`src/rtl/usb_irq_pkg.sv`:
```
package usb_irq_pkg;
    localparam int PND_W     = 8;
    localparam int BIT_EP0   = 0;
    localparam int BIT_EP1   = 1;
    localparam int BIT_SUSP  = 2;
    localparam int BIT_RES   = 3;
    localparam int BIT_EP2   = 4;
    localparam int BIT_RST   = 5;
    localparam int USED_W    = BIT_RST + 1;
    localparam int EP0_FLAGS = 5;
    // flag order: out_rdy, in_rdy, stall_sent, data_end, setup_end
    // 1 = rising edge counts, 0 = falling edge counts
    localparam logic [EP0_FLAGS-1:0] EP0_RISE = 5'b10101;

    typedef struct packed {
        logic [PND_W-1:0] pend;
    } pend_state_t;
endpackage

```
`src/rtl/ep0_edge_det.sv`:
```
module ep0_edge_det #(
    parameter int N = 5,
    parameter logic [N-1:0] RISE_MASK = '1
) (
    input  logic         clk,
    input  logic         rst_n,
    input  logic [N-1:0] flags_i,
    output logic         evt_o
);
    typedef struct packed {
        logic [N-1:0] prev;
    } edge_state_t;

    edge_state_t st_q, st_d;
    logic [N-1:0] hit;

    generate
        for (genvar i = 0; i < N; i++) begin : g_edge
            if (RISE_MASK[i]) begin : g_rise
                assign hit[i] = flags_i[i] & ~st_q.prev[i];
            end else begin : g_fall
                assign hit[i] = ~flags_i[i] & st_q.prev[i];
            end
        end
    endgenerate

    always_comb begin
        st_d      = st_q;
        st_d.prev = flags_i;
    end

    always_ff @(posedge clk) begin
        if (!rst_n) st_q <= '0;
        else        st_q <= st_d;
    end

    assign evt_o = |hit;

    // a rising edge of the received-packet flag must raise the event
    assert_out_rise_R5: assert property (@(posedge clk) disable iff (!rst_n)
        (RISE_MASK[0] && $rose(flags_i[0])) |-> evt_o);
endmodule

```
`src/rtl/susp_track.sv`:
```
module susp_track (
    input  logic clk,
    input  logic rst_n,
    input  logic ev_suspend,
    input  logic ev_resume,
    output logic resume_ok_o,
    output logic active_o
);
    typedef struct packed {
        logic susp;
    } susp_state_t;

    susp_state_t st_q, st_d;

    assign resume_ok_o = ev_resume & st_q.susp;
    assign active_o    = st_q.susp;

    always_comb begin
        st_d = st_q;
        if (ev_suspend)       st_d.susp = 1'b1;
        else if (resume_ok_o) st_d.susp = 1'b0;
    end

    always_ff @(posedge clk) begin
        if (!rst_n) st_q <= '0;
        else        st_q <= st_d;
    end

    assert_leave_susp_R9: assert property (@(posedge clk) disable iff (!rst_n)
        (resume_ok_o && !ev_suspend) |=> !active_o);
endmodule

```
`src/rtl/usb_irq_pend.sv`:
```
module usb_irq_pend
    import usb_irq_pkg::*;
(
    input  logic             clk,
    input  logic             rst_n,
    input  logic             rd_en,
    output logic [PND_W-1:0] rd_data,
    output logic             irq,
    input  logic             ev_bus_reset,
    input  logic             ev_suspend,
    input  logic             ev_resume,
    input  logic             ev_ep1,
    input  logic             ev_ep2,
    input  logic             ep0_out_rdy,
    input  logic             ep0_in_rdy,
    input  logic             ep0_stall_sent,
    input  logic             ep0_data_end,
    input  logic             ep0_setup_end
);
    pend_state_t      st_q, st_d;
    logic             ep0_evt;
    logic             res_ok;
    logic             susp_active;
    logic [PND_W-1:0] set_vec;
    logic [PND_W-1:0] used_mask;

    ep0_edge_det #(.N(EP0_FLAGS), .RISE_MASK(EP0_RISE)) u_ep0 (
        .clk     (clk),
        .rst_n   (rst_n),
        .flags_i ({ep0_setup_end, ep0_data_end, ep0_stall_sent,
                   ep0_in_rdy, ep0_out_rdy}),
        .evt_o   (ep0_evt)
    );

    susp_track u_susp (
        .clk         (clk),
        .rst_n       (rst_n),
        .ev_suspend  (ev_suspend),
        .ev_resume   (ev_resume),
        .resume_ok_o (res_ok),
        .active_o    (susp_active)
    );

    always_comb begin
        used_mask = '0;
        used_mask[USED_W-1:0] = '1;
        set_vec = '0;
        set_vec[BIT_EP0]  = ep0_evt;
        set_vec[BIT_EP1]  = ev_ep1;
        set_vec[BIT_SUSP] = ev_suspend;
        set_vec[BIT_RES]  = res_ok;
        set_vec[BIT_EP2]  = ev_ep2;
        set_vec[BIT_RST]  = ev_bus_reset;
    end

    always_comb begin
        st_d = st_q;
        st_d.pend = ((rd_en ? '0 : st_q.pend) | set_vec) & used_mask;
    end

    always_ff @(posedge clk) begin
        if (!rst_n) st_q <= '0;
        else        st_q <= st_d;
    end

    assign rd_data = st_q.pend;
    assign irq     = |st_q.pend;

    assert_unused_zero_R1: assert property (@(posedge clk) disable iff (!rst_n)
        rd_data[PND_W-1:USED_W] == '0);

    assert_read_clear_R2: assert property (@(posedge clk) disable iff (!rst_n)
        (rd_en && !ev_bus_reset && !ev_ep2 && !ev_suspend && !ev_ep1 &&
         !res_ok && !ep0_evt) |=> (rd_data == '0));

    assert_irq_raise_R3: assert property (@(posedge clk) disable iff (!rst_n)
        ev_ep1 |=> irq);

    assert_resume_gate_R4: assert property (@(posedge clk) disable iff (!rst_n)
        (rd_en && !susp_active) |=> !rd_data[BIT_RES]);

    assert_ep0_sets_R5: assert property (@(posedge clk) disable iff (!rst_n)
        ep0_evt |=> rd_data[BIT_EP0]);

    assert_event_wins_R8: assert property (@(posedge clk) disable iff (!rst_n)
        (rd_en && ev_ep2) |=> rd_data[BIT_EP2]);

    assert_sticky_R10: assert property (@(posedge clk) disable iff (!rst_n)
        (!rd_en && rd_data[BIT_EP1]) |=> rd_data[BIT_EP1]);
endmodule

```
`config.mk`:
```
export PLATFORM = sky130hd
export DESIGN_NAME = usb_irq_pend
export DESIGN_NICKNAME = d
export VERILOG_FILES = /design/src/rtl/usb_irq_pkg.sv /design/src/rtl/ep0_edge_det.sv /design/src/rtl/susp_track.sv /design/src/rtl/usb_irq_pend.sv
export SDC_FILE = /design/constraint.sdc
export NUM_CORES = 1
export LEC_CHECK = 0
export CAP_MARGIN = 20
export CELL_PAD_IN_SITES_DETAIL_PLACEMENT = 1
export CELL_PAD_IN_SITES_GLOBAL_PLACEMENT = 2
export CORE_ASPECT_RATIO = 1.5
export CORE_MARGIN = 2
export CORE_UTILIZATION = 18
export DETAILED_ROUTE_END_ITERATION = 10
export GPL_TIMING_DRIVEN = 0
export HOLD_SLACK_MARGIN = 0.06
export PLACE_DENSITY = 0.76
export SLEW_MARGIN = 5
export SYNTH_ARGS = -nofsm -noshare
export SYNTH_HDL_FRONTEND = slang
export SYNTH_SLANG_ARGS = --single-unit
```
`constraint.sdc`:
```
create_clock -name clk -period 1.02 [get_ports clk]
set_clock_uncertainty 0.2 [all_clocks]
set_input_delay 0.102 -clock clk [delete_from_list [all_inputs] [get_ports clk]]
set_output_delay 0.102 -clock clk [all_outputs]
set_load 0.01 [all_outputs]
```
# [Word level (Yosys, flattened, before mapping)]
# Cells that the tools add are included.
[totals] ff_bits=12 inputBits=13 out_inout_bits=9 word_cells=21
[classes] mux=3 bitwise=12 n_reduce_logical=3
[op_table] cell="$reduce_or A8 Y1" n=1
[op_table] cell="$and A1 B1 Y1" n=6
[op_table] cell="$mux W6" n=1
[op_table] cell="$or A6 B6 Y6" n=1
[op_table] cell="$not A1 Y1" n=5
[op_table] cell="$reduce_or A5 Y1" n=1
[op_table] cell="$mux W1" n=2
[op_table] cell="$reduce_bool A2 Y1" n=1

# [Logic depth before layout (Yosys ltp)]
[logic_depth] word_depth=4 mapped_depth=3 mapped_depth_nobuf=3

# [Cells and area by module]
# A second synthesis with hierarchy kept.
[hier_totals] hier_cells=45 hier_area_um2=445.4
[modules_own_cells] module="usb_irq_pend" instances=1 cells_each=24 area_per_inst_um2=235.2 seq_area_each_um2=120.1
[modules_own_cells] module="ep0_edge_det" instances=1 cells_each=17 area_per_inst_um2=168.9 seq_area_each_um2=100.1
[modules_own_cells] module="susp_track" instances=1 cells_each=4 area_per_inst_um2=41.3 seq_area_each_um2=20.0

# [Worst setup path before layout]
# OpenSTA, ideal clock, no wires.
[synth_path] kind="register to register" startpoint="reg st_q, in the netlist rd_data[0]" endpoint="reg st_q, in the netlist rd_data[0]" setup_time_ns=0.120 arrival_time_ns=0.807 required_time_ns=0.700 setup_slack_ns=-0.107 path_stages_with_launch=3 path_buffers=0 synth_period_minus_slack_ns=1.127 cell_sequence="dfxtp_1 -> a22o_1 -> o31a_1"
[synth_between] elab_chain_cells=2
[synth_rtl] element="start: declaration" line_no="usb_irq_pend.sv:20" text="pend_state_t st_q, st_d;"
[synth_rtl] element="start signal: assignment" line_no="usb_irq_pend.sv:63" text="else st_q <= st_d;"
[synth_rtl] element="$mux W6" line_no="usb_irq_pend.sv:58" text="st_d.pend = ((rd_en ? '0 : st_q.pend) | set_vec) & used_mask;"
[synth_rtl] element="$or A6 B6 Y6" line_no="usb_irq_pend.sv:58"
# Every way passes these cells.
# A chain may end at the register's enable or synchronous reset.

# [Worst setup path in the final report]
[layout_path] startpoint="reg st_q, in the netlist rd_data[4]" endpoint="out irq"
[layout_between] elab_chain_cells=1
[layout_rtl] element="$reduce_or A8 Y1" line_no="usb_irq_pend.sv:67" text="assign irq = |st_q.pend;"
[layout_rtl] element="end: declaration" line_no="usb_irq_pend.sv:8" text="output logic irq,"
# Every way passes these cells.

==> reports/results.ini <==
[sta]
fmax_mhz = 745
fin_crit_ps = 1340
finalCritPeriodShare = 1.32
finalSetupTns_ps = -879
fin_ws_ps = -322
drv_slew = 0
setup_violations = 6
rsz0062_at_grt = true
hold_viol = 0

[route]
route.detailed.drc = 0
post_drt_wl_per_cell_um = 10.0
ant_nets = 0
via_per_inst = 4.15
dr.pass1.iters = 2
first_iter_violations = 1
vias = 403
routed_wl_um = 973

[logic_synthesis]
syn_avg_cell_area_um2 = 9.41
synth_cells = 46
synth_compound_area_frac = 0.150
synthMuxAreaShare = 0
yosys.area.top_type = dfxtp_1
synth_top_family_by_area = simple AND/OR/NAND/NOR gates
yosys.area.top_type_share = 0.555
yosysUniqueCellTypes = 17
yosys_warnings = 0
synth_xor_area_frac = 0
synth_seq_area_share = 0.555
netlist_area_um2 = 433
synth_fa_ha_area_frac = 0
yosys.area_share.simple = 0.191
ys_top_cells_by_area = dfxtp_1, nor2b_1, and2_1
synth-seq-cells = 12

[final_layout]
ff_latch_area_um2 = 248
fillers = 271
syn_to_final_growth_pct = 72.5
drive_gt1_frac = 0.351
design_area_um2 = 747
final_core_util = 0.331
multi_input_area_um2 = 161
n_antenna_cell = 0
layout.nets = 89

[die]
start_util = 0.192
dieArea_um2 = 2820
die_width_um = 44.0
core_area_um2 = 2260
die_height_um = 64.1
io_pins = 22
rows = 21

[setup_path]
cp_max_fo = 2
end_kind = primary output
crit_type = flop to primary output
worstPathArrival_ps = 1040
cp-start-kind = flop
cp.required_ps = 720

[clock_tree]
cts.sinks = 12
clk_latency_ps = 260
cts_root_buffer = clkbuf_4
htreeDepth = 1
path_clk_slew_ps = 70
cts_tree = yes
cts_max_path_buffers = 2
cts_buffers = 3

[grt]
overflow = 0
grt_max_degree = 11
grt_pass1_wl_mm = 1.81
grt_pass1_vias = 417
antenna_found_initial = 0
globalRouteTotalUtil = 0.0864

[placed_design]
gp_congestion = 0.647
post-dp-hpwl_um = 693
pre_cts_ws_ps = -415
place_area_um2 = 657
port_buffers = 19

[status]
outcome = finished, violations left
violations = negative setup slack

[pwr]
vdd_drop_max_v = 0.000623
p_leak_nw = 0.327
power_density_nw_per_um2 = 1310

[flow_run]
drv_cap = 0

[worst_hold_path]
worst_hold_path_type = input port to flop

worst max-delay path, cell delays in order, from the launching register on:
cell and delay [ps]:
dfxtp_2 330, nor4_2 250, nand2_1 60, buf_2 140
flip-flops by register name, indices dropped and copies added (netlist names):
name             flops
u_ep0.st_q           5
rd_data              6
u_susp.active_o      1
timing repair:
item                       in CTS  in global routing
resized for setup              44                  3
setup endpoints to repair      17                 14
hold buffers                    0                  0
hold endpoints to repair        0                  0
gates cloned                    0                  0
pin swaps                       2                  0
buffers inserted                5                  1
kinds of logic after synthesis:
logic type,Yosys count
AO/OA/AOI/OAI,10
buffers and inverters,9
flip-flops,12
other,1
AND/OR/NAND/NOR,14
cell usage after synthesis:
cell / number
nand2_1: 1
and2_1: 5
o31a_1: 1
dfxtp_1: 12
nor2b_1: 6
inv_1: 5
a22o_1: 1
o22ai_1: 2
clkbuf_1: 1
nor2_1: 1
o21a_1: 1
nor4_1: 1
a22oi_1: 1
inv_2: 1
buf_4: 2
a21oi_1: 4
conb_1: 1
cells in the final DEF, fill, tap and decap left out, types with 2 or more instances in the layout:
cell type,count
clkbuf_4,3
buf_6,9
a21oi_1,4
nor2b_1,6
buf_4,5
and2_1,5
o22ai_1,2
dfxtp_2,6
clkdlybuf4s50_1,12
inv_1,5
conb_1,2
dfxtp_1,6
layout make-up:
| class | instances | share of cell area |
|---|---|---|
| flip-flops and latches | 12 | 0.332 |
| multi-input cells | 26 | 0.216 |
| plain buffers | 3 | 0.0302 |
| repair buffers | 24 | 0.323 |
| inverters | 6 | 0.0302 |
| clock buffers | 3 | 0.0302 |
| well taps | 23 | 0.0385 |
metrics by stage:
| stage | total power [mW] | instances | hold WS, ps |
|---|---|---|---|
| 2_1_floorplan | 0.587 | 47 | 23.7 |
| 3_3_place_gp | 0.681 | 89 | 303 |
| 3_5_place_dp | 0.684 | 89 | 323 |
| 4_1_cts | 0.999 | 97 | 220 |
| 5_1_grt | 1.03 | 97 | 243 |
| 6_report | 0.980 | 97 | 227 |
metal layers:
| layer | vias to the layer above | global-route usage | share of wire |
|---|---|---|---|
| met5 | - | 0 | 0 |
| met4 | 0 | 0.0455 | 0.010 |
| met3 | 2 | 0.0311 | 0.12 |
| met2 | 20 | 0.129 | 0.46 |
| met1 | 177 | 0.106 | 0.41 |
| li1 | 204 | - | - |
where the power goes:
part / internal (mW) / switching, mW / total, mW
registers: 0.500 / 0.0168 / 0.517
logic: 0.125 / 0.0633 / 0.188
clock network: 0.136 / 0.138 / 0.275
total: 0.762 / 0.218 / 0.980
path summary, 6_finish.rpt:
check                                      from       endpoint  cells past startpoint  slack [ps]
worst max-delay path                 rd_data[4]            irq                      3        -320
worst min-delay path             ep0_stall_sent  u_ep0.st_q[2]                      2         230
worst max register to register       rd_data[0]     rd_data[0]                      3        -160
worst min register to register  u_susp.active_o     rd_data[3]                      2         330
(Power assumes the default switching activity.)
